## src/rtl/pgw_pkg.sv

```systemverilog
package pgw_pkg;

  typedef enum logic [1:0] {
    ST_IDLE  = 2'd0,
    ST_OUTER = 2'd1,
    ST_INNER = 2'd2,
    ST_DONE  = 2'd3
  } walk_st_e;

  localparam logic [1:0] FLT_NONE  = 2'd0;
  localparam logic [1:0] FLT_OUTER = 2'd1;
  localparam logic [1:0] FLT_INNER = 2'd2;

endpackage

```

## src/rtl/pgw_entry_dec.sv

```systemverilog
module pgw_entry_dec #(
  parameter int AW        = 32,
  parameter int OFF_W     = 12,
  parameter int VALID_BIT = 0
) (
  input  logic [AW-1:0]       entry,
  output logic                present,
  output logic [AW-OFF_W-1:0] frame
);

  assign present = entry[VALID_BIT];
  assign frame   = entry[AW-1:OFF_W];

endmodule

```

## src/rtl/pgw_addr_gen.sv

```systemverilog
module pgw_addr_gen #(
  parameter int AW        = 32,
  parameter int OFF_W     = 12,
  parameter int IDX_W     = 10,
  parameter int ENT_BYTES = 4
) (
  input  logic [AW-1:0]       va,
  input  logic [AW-1:0]       base,
  input  logic [AW-OFF_W-1:0] tbl_frame,
  input  logic [AW-OFF_W-1:0] leaf_frame,
  output logic [AW-1:0]       outer_addr,
  output logic [AW-1:0]       inner_addr,
  output logic [AW-1:0]       phys
);

  localparam int ENT_SH = $clog2(ENT_BYTES);

  // Byte address of entry idx inside a table starting at tbl.
  function automatic logic [AW-1:0] slot_addr(input logic [AW-1:0] tbl,
                                              input logic [IDX_W-1:0] idx);
    return tbl + (AW'(idx) << ENT_SH);
  endfunction

  // Byte address of the first byte of a frame.
  function automatic logic [AW-1:0] frame_base(input logic [AW-OFF_W-1:0] f);
    return {f, {OFF_W{1'b0}}};
  endfunction

  function automatic logic [AW-1:0] join_pa(input logic [AW-OFF_W-1:0] f,
                                            input logic [OFF_W-1:0] off);
    return {f, off};
  endfunction

  logic [IDX_W-1:0] top_idx;
  logic [IDX_W-1:0] mid_idx;

  assign top_idx    = va[AW-1 -: IDX_W];
  assign mid_idx    = va[OFF_W +: IDX_W];
  assign outer_addr = slot_addr(base, top_idx);
  assign inner_addr = slot_addr(frame_base(tbl_frame), mid_idx);
  assign phys       = join_pa(leaf_frame, va[OFF_W-1:0]);

endmodule

```

## src/rtl/pgw_seq.sv

```systemverilog
module pgw_seq
  import pgw_pkg::*;
#(
  parameter int AW    = 32,
  parameter int OFF_W = 12
) (
  input  logic                clk,
  input  logic                rst_n,
  input  logic                start,
  input  logic [AW-1:0]       va_in,
  input  logic [AW-1:0]       base_in,
  input  logic                mem_rvalid,
  input  logic                ent_present,
  input  logic [AW-OFF_W-1:0] ent_frame,
  input  logic [AW-1:0]       outer_addr,
  input  logic [AW-1:0]       inner_addr,
  input  logic [AW-1:0]       phys,
  output logic                busy,
  output logic                mem_req,
  output logic [AW-1:0]       mem_addr,
  output logic                done,
  output logic [AW-1:0]       va_q,
  output logic [AW-1:0]       base_q,
  output logic [AW-OFF_W-1:0] tbl_frame_q,
  output logic [AW-1:0]       pa_q,
  output logic [1:0]          fault_q
);

  walk_st_e state, state_nx;

  // Named internal events, used by the sequencing logic and the assertions.
  logic ev_accept, ev_outer_ok, ev_outer_bad, ev_inner_ok, ev_inner_bad, ev_finish;

  assign ev_accept    = (state == ST_IDLE) && start;
  assign ev_outer_ok  = (state == ST_OUTER) && mem_rvalid && ent_present;
  assign ev_outer_bad = (state == ST_OUTER) && mem_rvalid && !ent_present;
  assign ev_inner_ok  = (state == ST_INNER) && mem_rvalid && ent_present;
  assign ev_inner_bad = (state == ST_INNER) && mem_rvalid && !ent_present;
  assign ev_finish    = ev_outer_bad || ev_inner_ok || ev_inner_bad;

  always_comb begin
    state_nx = state;
    unique case (state)
      ST_IDLE:  if (ev_accept) state_nx = ST_OUTER;
      ST_OUTER: if (ev_outer_ok) state_nx = ST_INNER;
                else if (ev_outer_bad) state_nx = ST_DONE;
      ST_INNER: if (mem_rvalid) state_nx = ST_DONE;
      ST_DONE:  state_nx = ST_IDLE;
      default:  state_nx = ST_IDLE;
    endcase
  end

  always_ff @(posedge clk or negedge rst_n) begin
    if (!rst_n) begin
      state       <= ST_IDLE;
      va_q        <= '0;
      base_q      <= '0;
      tbl_frame_q <= '0;
      pa_q        <= '0;
      fault_q     <= FLT_NONE;
    end else begin
      state <= state_nx;
      if (ev_accept) begin
        va_q   <= va_in;
        base_q <= base_in;
      end
      if (ev_outer_ok) tbl_frame_q <= ent_frame;
      if (ev_outer_bad) begin
        pa_q    <= '0;
        fault_q <= FLT_OUTER;
      end
      if (ev_inner_bad) begin
        pa_q    <= '0;
        fault_q <= FLT_INNER;
      end
      if (ev_inner_ok) begin
        pa_q    <= phys;
        fault_q <= FLT_NONE;
      end
    end
  end

  assign busy     = (state != ST_IDLE);
  assign done     = (state == ST_DONE);
  assign mem_req  = (state == ST_OUTER) || (state == ST_INNER);
  assign mem_addr = (state == ST_INNER) ? inner_addr : outer_addr;

  // an unanswered request holds with a steady address
  a_r7_req_hold: assert property (@(posedge clk) disable iff (!rst_n)
    (mem_req && !mem_rvalid) |=> (mem_req && $stable(mem_addr)));

  // a missing first-level entry ends the walk with no second read
  a_r5_skip_inner: assert property (@(posedge clk) disable iff (!rst_n)
    ev_outer_bad |=> (done && !mem_req && fault_q == FLT_OUTER && pa_q == '0));

  // a missing second-level entry yields code 2 and a zero address
  a_r6_inner_fault: assert property (@(posedge clk) disable iff (!rst_n)
    ev_inner_bad |=> (done && fault_q == FLT_INNER && pa_q == '0));

  // on success the low address bits equal the captured offset
  a_r4_offset_kept: assert property (@(posedge clk) disable iff (!rst_n)
    (done && fault_q == FLT_NONE) |-> (pa_q[OFF_W-1:0] == va_q[OFF_W-1:0]));

  // completion is a single-cycle pulse followed by idle
  a_r8_done_pulse: assert property (@(posedge clk) disable iff (!rst_n)
    done |=> (!done && !busy));

  // captured inputs stay put while a walk runs
  a_r9_captured: assert property (@(posedge clk) disable iff (!rst_n)
    busy |=> ($stable(va_q) && $stable(base_q)));

  // idle without start stays idle, whatever mem_rvalid does
  a_r10_idle_quiet: assert property (@(posedge clk) disable iff (!rst_n)
    (!busy && !start) |=> !busy);

  // results change only when a walk finishes
  a_r11_result_hold: assert property (@(posedge clk) disable iff (!rst_n)
    !ev_finish |=> ($stable(pa_q) && $stable(fault_q)));

endmodule

```

## src/rtl/pt_walker.sv

```systemverilog
module pt_walker #(
  parameter int AW        = 32,
  parameter int OFF_W     = 12,
  parameter int IDX_W     = 10,
  parameter int ENT_BYTES = 4
) (
  input  logic          clk,
  input  logic          rst_n,
  input  logic          start,
  input  logic [AW-1:0] laddr,
  input  logic [AW-1:0] table_base,
  output logic          busy,
  output logic          mem_req,
  output logic [AW-1:0] mem_addr,
  input  logic          mem_rvalid,
  input  logic [AW-1:0] mem_rdata,
  output logic          done,
  output logic [AW-1:0] phys_addr,
  output logic [1:0]    fault_code
);

  localparam int FRAME_W = AW - OFF_W;

  logic               ent_present;
  logic [FRAME_W-1:0] ent_frame;
  logic [FRAME_W-1:0] tbl_frame_q;
  logic [AW-1:0]      va_q, base_q;
  logic [AW-1:0]      outer_addr, inner_addr, phys;

  pgw_entry_dec #(.AW(AW), .OFF_W(OFF_W), .VALID_BIT(0)) u_dec (
    .entry   (mem_rdata),
    .present (ent_present),
    .frame   (ent_frame)
  );

  pgw_addr_gen #(.AW(AW), .OFF_W(OFF_W), .IDX_W(IDX_W), .ENT_BYTES(ENT_BYTES)) u_addr (
    .va         (va_q),
    .base       (base_q),
    .tbl_frame  (tbl_frame_q),
    .leaf_frame (ent_frame),
    .outer_addr (outer_addr),
    .inner_addr (inner_addr),
    .phys       (phys)
  );

  pgw_seq #(.AW(AW), .OFF_W(OFF_W)) u_seq (
    .clk         (clk),
    .rst_n       (rst_n),
    .start       (start),
    .va_in       (laddr),
    .base_in     (table_base),
    .mem_rvalid  (mem_rvalid),
    .ent_present (ent_present),
    .ent_frame   (ent_frame),
    .outer_addr  (outer_addr),
    .inner_addr  (inner_addr),
    .phys        (phys),
    .busy        (busy),
    .mem_req     (mem_req),
    .mem_addr    (mem_addr),
    .done        (done),
    .va_q        (va_q),
    .base_q      (base_q),
    .tbl_frame_q (tbl_frame_q),
    .pa_q        (phys_addr),
    .fault_q     (fault_code)
  );

endmodule

```

## config.mk

```make
export PLATFORM = sky130hd
export DESIGN_NAME = pt_walker
export DESIGN_NICKNAME = d
export VERILOG_FILES = /design/src/rtl/pgw_pkg.sv /design/src/rtl/pgw_entry_dec.sv /design/src/rtl/pgw_addr_gen.sv /design/src/rtl/pgw_seq.sv /design/src/rtl/pt_walker.sv
export SDC_FILE = /design/constraint.sdc
export NUM_CORES = 1
export LEC_CHECK = 0
export BUFFER_PORTS_ARGS = -buffer_cell sky130_fd_sc_hd__buf_4
export CELL_PAD_IN_SITES_DETAIL_PLACEMENT = 0
export CELL_PAD_IN_SITES_GLOBAL_PLACEMENT = 1
export CORE_MARGIN = 5
export CORE_UTILIZATION = 43
export DETAILED_ROUTE_END_ITERATION = 16
export GPL_TIMING_DRIVEN = 1
export MAX_ROUTING_LAYER = met4
export PLACE_DENSITY = 0.85
export SLEW_MARGIN = 20
export SYNTH_ARGS = -nofsm -noshare
export SYNTH_HDL_FRONTEND = slang
export SYNTH_HIERARCHICAL = 1
export SYNTH_SLANG_ARGS = --single-unit
export TNS_END_PERCENT = 5
```

## constraint.sdc

```tcl
create_clock -name clk -period 3 [get_ports clk]
set_input_delay 0.3 -clock clk [delete_from_list [all_inputs] [get_ports clk]]
set_output_delay 0.3 -clock clk [all_outputs]
set_load 0.02 [all_outputs]
```

==> metrics.md <==
| Metric | Value |
|---|---|
| Status | `finished, violations left` |
| Failing checks | `setup timing` |
| Slowest-stage cell, CP | `dfrtp_1` |
| DR pass1 iterations | `4` |
| Slew HR | `32.2%` |
| Most used routing layer | `met2` |
| Core area | `15100 um^2` |
| Final setup fails | `21` |
| Die width | `134 um` |
| Total number of vias | `4076` |
| Clock latency on the worst-skew pair | `0.40 ns` |
| Post-synth top area cell | `dfrtp_1` |
| Mapped Cells | `520` |
| Die Footprint | `18000 um^2` |
| Setup WS post-layout | `-0.183 ns` |
| TritonCTS clock tree | `yes` |
| Number of flops mapped to enable cells by yosys | `0` |
| Top-count cell post-synth | `dfrtp_1` |
| Place WS | `0.160 ns` |
| Finished Core Util | `52.3%` |
| CP startpoint | `u_seq/va_q[22]$_DFFE_PN0P_` |
| Seq cells post-synth | `120` |
| GRT Total Usage | `17.3%` |
| Library cells used by synthesis | `51` |
| Syn Area/Cell | `12.7 um^2` |
| Vias in the first global route | `4538` |
| Hold Fails Final Rpt | `0` |
| Filler cells | `1288` |
| Die extent in y | `134 um` |
| Via density | `5.13` |
| Hold crit path type | `in -> reg` |
| Final Skew | `0.00914 ns` |
| CTS Sinks | `120` |
| Netlist Area Pre-Place | `6620 um^2` |
| First-pass GRT wire length | `23700 um` |
| Routability-driven placement congestion ratio | `0.750` |
| Measured slew at the worst slew-check pin | `1.01 ns` |
| Leakage power | `3.80 nW` |
| Area Growth Syn to Fin | `19.8%` |
| Layout cells sized above 1 | `52.8%` |
| CTS Buf Count | `17` |
| GR Layer Usage met2 | `28.1%` |
| Reg-to-Reg Start | `u_seq/state[0]$_DFFE_PN0P_` |
| Share of the synthesized area in the top cell type | `45.4%` |
| Postcts setup bufs | `0` |
| Grt met1 use | `20.7%` |
| Period utilization | `106%` |
| Hold_sp | `laddr[9]` |
| Setup TNS | `-2.40 ns` |
| Clk root buf | `clkbuf_16` |
| FMAX | `0.314 GHz` |
| Post-Route WL | `14500 um` |
| ANT nets after route | `0` |
| Initial antenna violation count | `0` |
| Max Cap Viol | `0` |
| Sequential element share of the synthesized area | `45.4%` |
| Required time worst endpoint | `2.70 ns` |
| CP Class | `reg -> out` |
| Min Tclk post-route | `3.18 ns` |
| Peak per-stage delay on the critical path | `0.34 ns` |
| IO Port Bufs | `157` |
| Starting DRC count in detailed routing | `233` |
| Yosys warns | `6` |
| Clk slew on worst S/H paths | `0.05 ns` |
| Synth area leaders | `dfrtp_1 45%, mux2_2 14%, buf_4 10%` |
| WL per Instance | `18.3 um` |
| Worst EP arrival | `2.88 ns` |
| Pins Over Slew Limit | `0` |
| Startpoint types | `flop` |
| Ys flop type | `dfrtp_1` |
| Row count | `45` |
| DRC viols | `0` |
| Synth cell count leaders | `120 x dfrtp_1, 88 x buf_4, 85 x mux2_2, 32 x a22o_1, 25 x mux2_4` |
| Starting Density | `43.7%` |
| I/O Pins | `169` |
| Pwr Density | `1340 nW/um^2` |
| Crit-path cells | `ha_2 -> inv_2 -> fa_2 -> and2b_1 -> o2111ai_2 -> a21oi_2 -> o41a_1 -> buf_12 -> nand4_1 -> xnor2_1 -> mux2_2 -> buf_6` |
| Worst setup EP type | `output port` |
| Met3 Use GR | `4.84%` |
| Peak supply drop | `0.768 mV` |
| Hold WS | `0.105 ns` |
| H-tree lvl count | `4` |
| DP HPWL | `10300 um` |
| Largest net degree at the start of global routing | `65` |
| Nets | `710` |
| Global route overflow | `0` |
| RSZ-0062 raised after global routing | `true` |
| CTS max path bufs | `2` |
| Largest fanout on the critical path | `10` |
| Async S/R FF share, synth | `100%` |
| Number of diodes | `0` |
cells by family (layout without fill, tap and decap cells):
group                      count (synthesis)  in the layout  synth area share, %
muxes                                    117            117                 21.3
and+or+nand+nor                           55             55                 4.90
other                                      1              2               0.0567
DFF                                      120            120                 45.4
xor gates and xnor gates                  27             27                 3.57
adders and majority gates                 16             16                 3.14
buffers and inverters                    120            205                 13.8
AOI/OAI and AO/OA                         64             64                 7.83
power by group:
| group | internal, W | leakage, nW | switching [W] |
|---|---|---|---|
| clock | 0.00141 | 0.305 | 0.000691 |
| sequential | 0.00239 | 1.47 | 0.000521 |
| combinational | 0.00287 | 2.02 | 0.00274 |
| total | 0.00667 | 3.80 | 0.00395 |
per-stage QoR:
step / instance area [um^2] / instances / power (W)
2_1_floorplan: 6620 / 521 / 0.00700
3_3_place_gp: 7240 / 762 / 0.00828
3_5_place_dp: 7240 / 762 / 0.00844
4_1_cts: 7880 / 794 / 0.0106
5_1_grt: 7930 / 794 / 0.0113
6_report: 7930 / 794 / 0.0106
layout by cell type, fill, tap and decap left out, types with 2 or more instances in the layout:
cell type / instances
a21o_1: 4
a21oi_1: 9
a21oi_2: 2
a22o_1: 32
and3_1: 2
and4_1: 3
buf_12: 2
buf_4: 155
buf_6: 8
bufinv_16: 3
clkbuf_16: 17
clkbuf_8: 5
clkinv_2: 4
conb_1: 2
dfrtp_1: 120
ha_1: 13
ha_2: 2
inv_1: 7
mux2_1: 7
mux2_2: 81
mux2_4: 29
nand2_1: 12
nand2b_1: 2
nand3_1: 5
nand4_1: 7
nor2_1: 9
nor3_1: 4
o21ai_0: 3
o21ai_1: 2
xnor2_1: 16
xor2_1: 11
routing by layer:
layer	vias to the layer above	routed length [um]
met2	121	7240
met4	0	338
li1	1891	-
met5	-	0
met3	20	754
met1	2044	6160
area by class of cell:
cell class                      count  area, um^2  area share, %
Clock buffer                       23         498           6.28
Tap cell                          188         235           2.97
Clock inverter                      8         118           1.48
Timing Repair Buffer              166        1300           16.5
Inverter                            8        30.0          0.379
Multi-Input combinational cell    281        2740           34.5
Sequential cell                   120        3000           37.9
worst max-delay path, delay by kind of cell, from the launching register on:
family | cells | cell delay, ns
buf+inv | 3 | 0.32
fa+ha+maj | 2 | 0.53
compound gates | 3 | 0.52
xor+xnor | 1 | 0.15
flops | 1 | 0.34
simple gates | 2 | 0.34
mux | 1 | 0.27
what timing repair did:
action | in CTS | in global routing
pin swaps | 0 | 2
gates resized for setup | 4 | 13
hold endpoints to repair | 43 | 0
endpoints found under the setup margin | 21 | 23
hold buffers | 1 | 0
registers in the layout (all words and copies together) (netlist names):
name,cells
u_seq/base_q,32
u_seq/pa_q,32
u_seq/va_q,32
u_seq/tbl_frame_q,20
u_seq/fault_q,2
u_seq/state,2
final timing paths:
kind | slack, ns | depth (start not counted) | end
min in group asynchronous | 0.44 | 2 | u_seq/va_q[1]$_DFFE_PN0P_
max in group asynchronous | 1.81 | 3 | u_seq/base_q[19]$_DFFE_PN0P_
worst min register to register | 0.49 | 1 | u_seq/pa_q[0]$_DFFE_PN0P_
worst max register to register | 0.67 | 6 | u_seq/state[1]$_DFFE_PN0P_
worst min-delay path | 0.10 | 2 | u_seq/va_q[9]$_DFFE_PN0P_
worst max-delay path | -0.18 | 12 | mem_addr[30]
No activity file was read; power rests on OpenSTA's default activity.
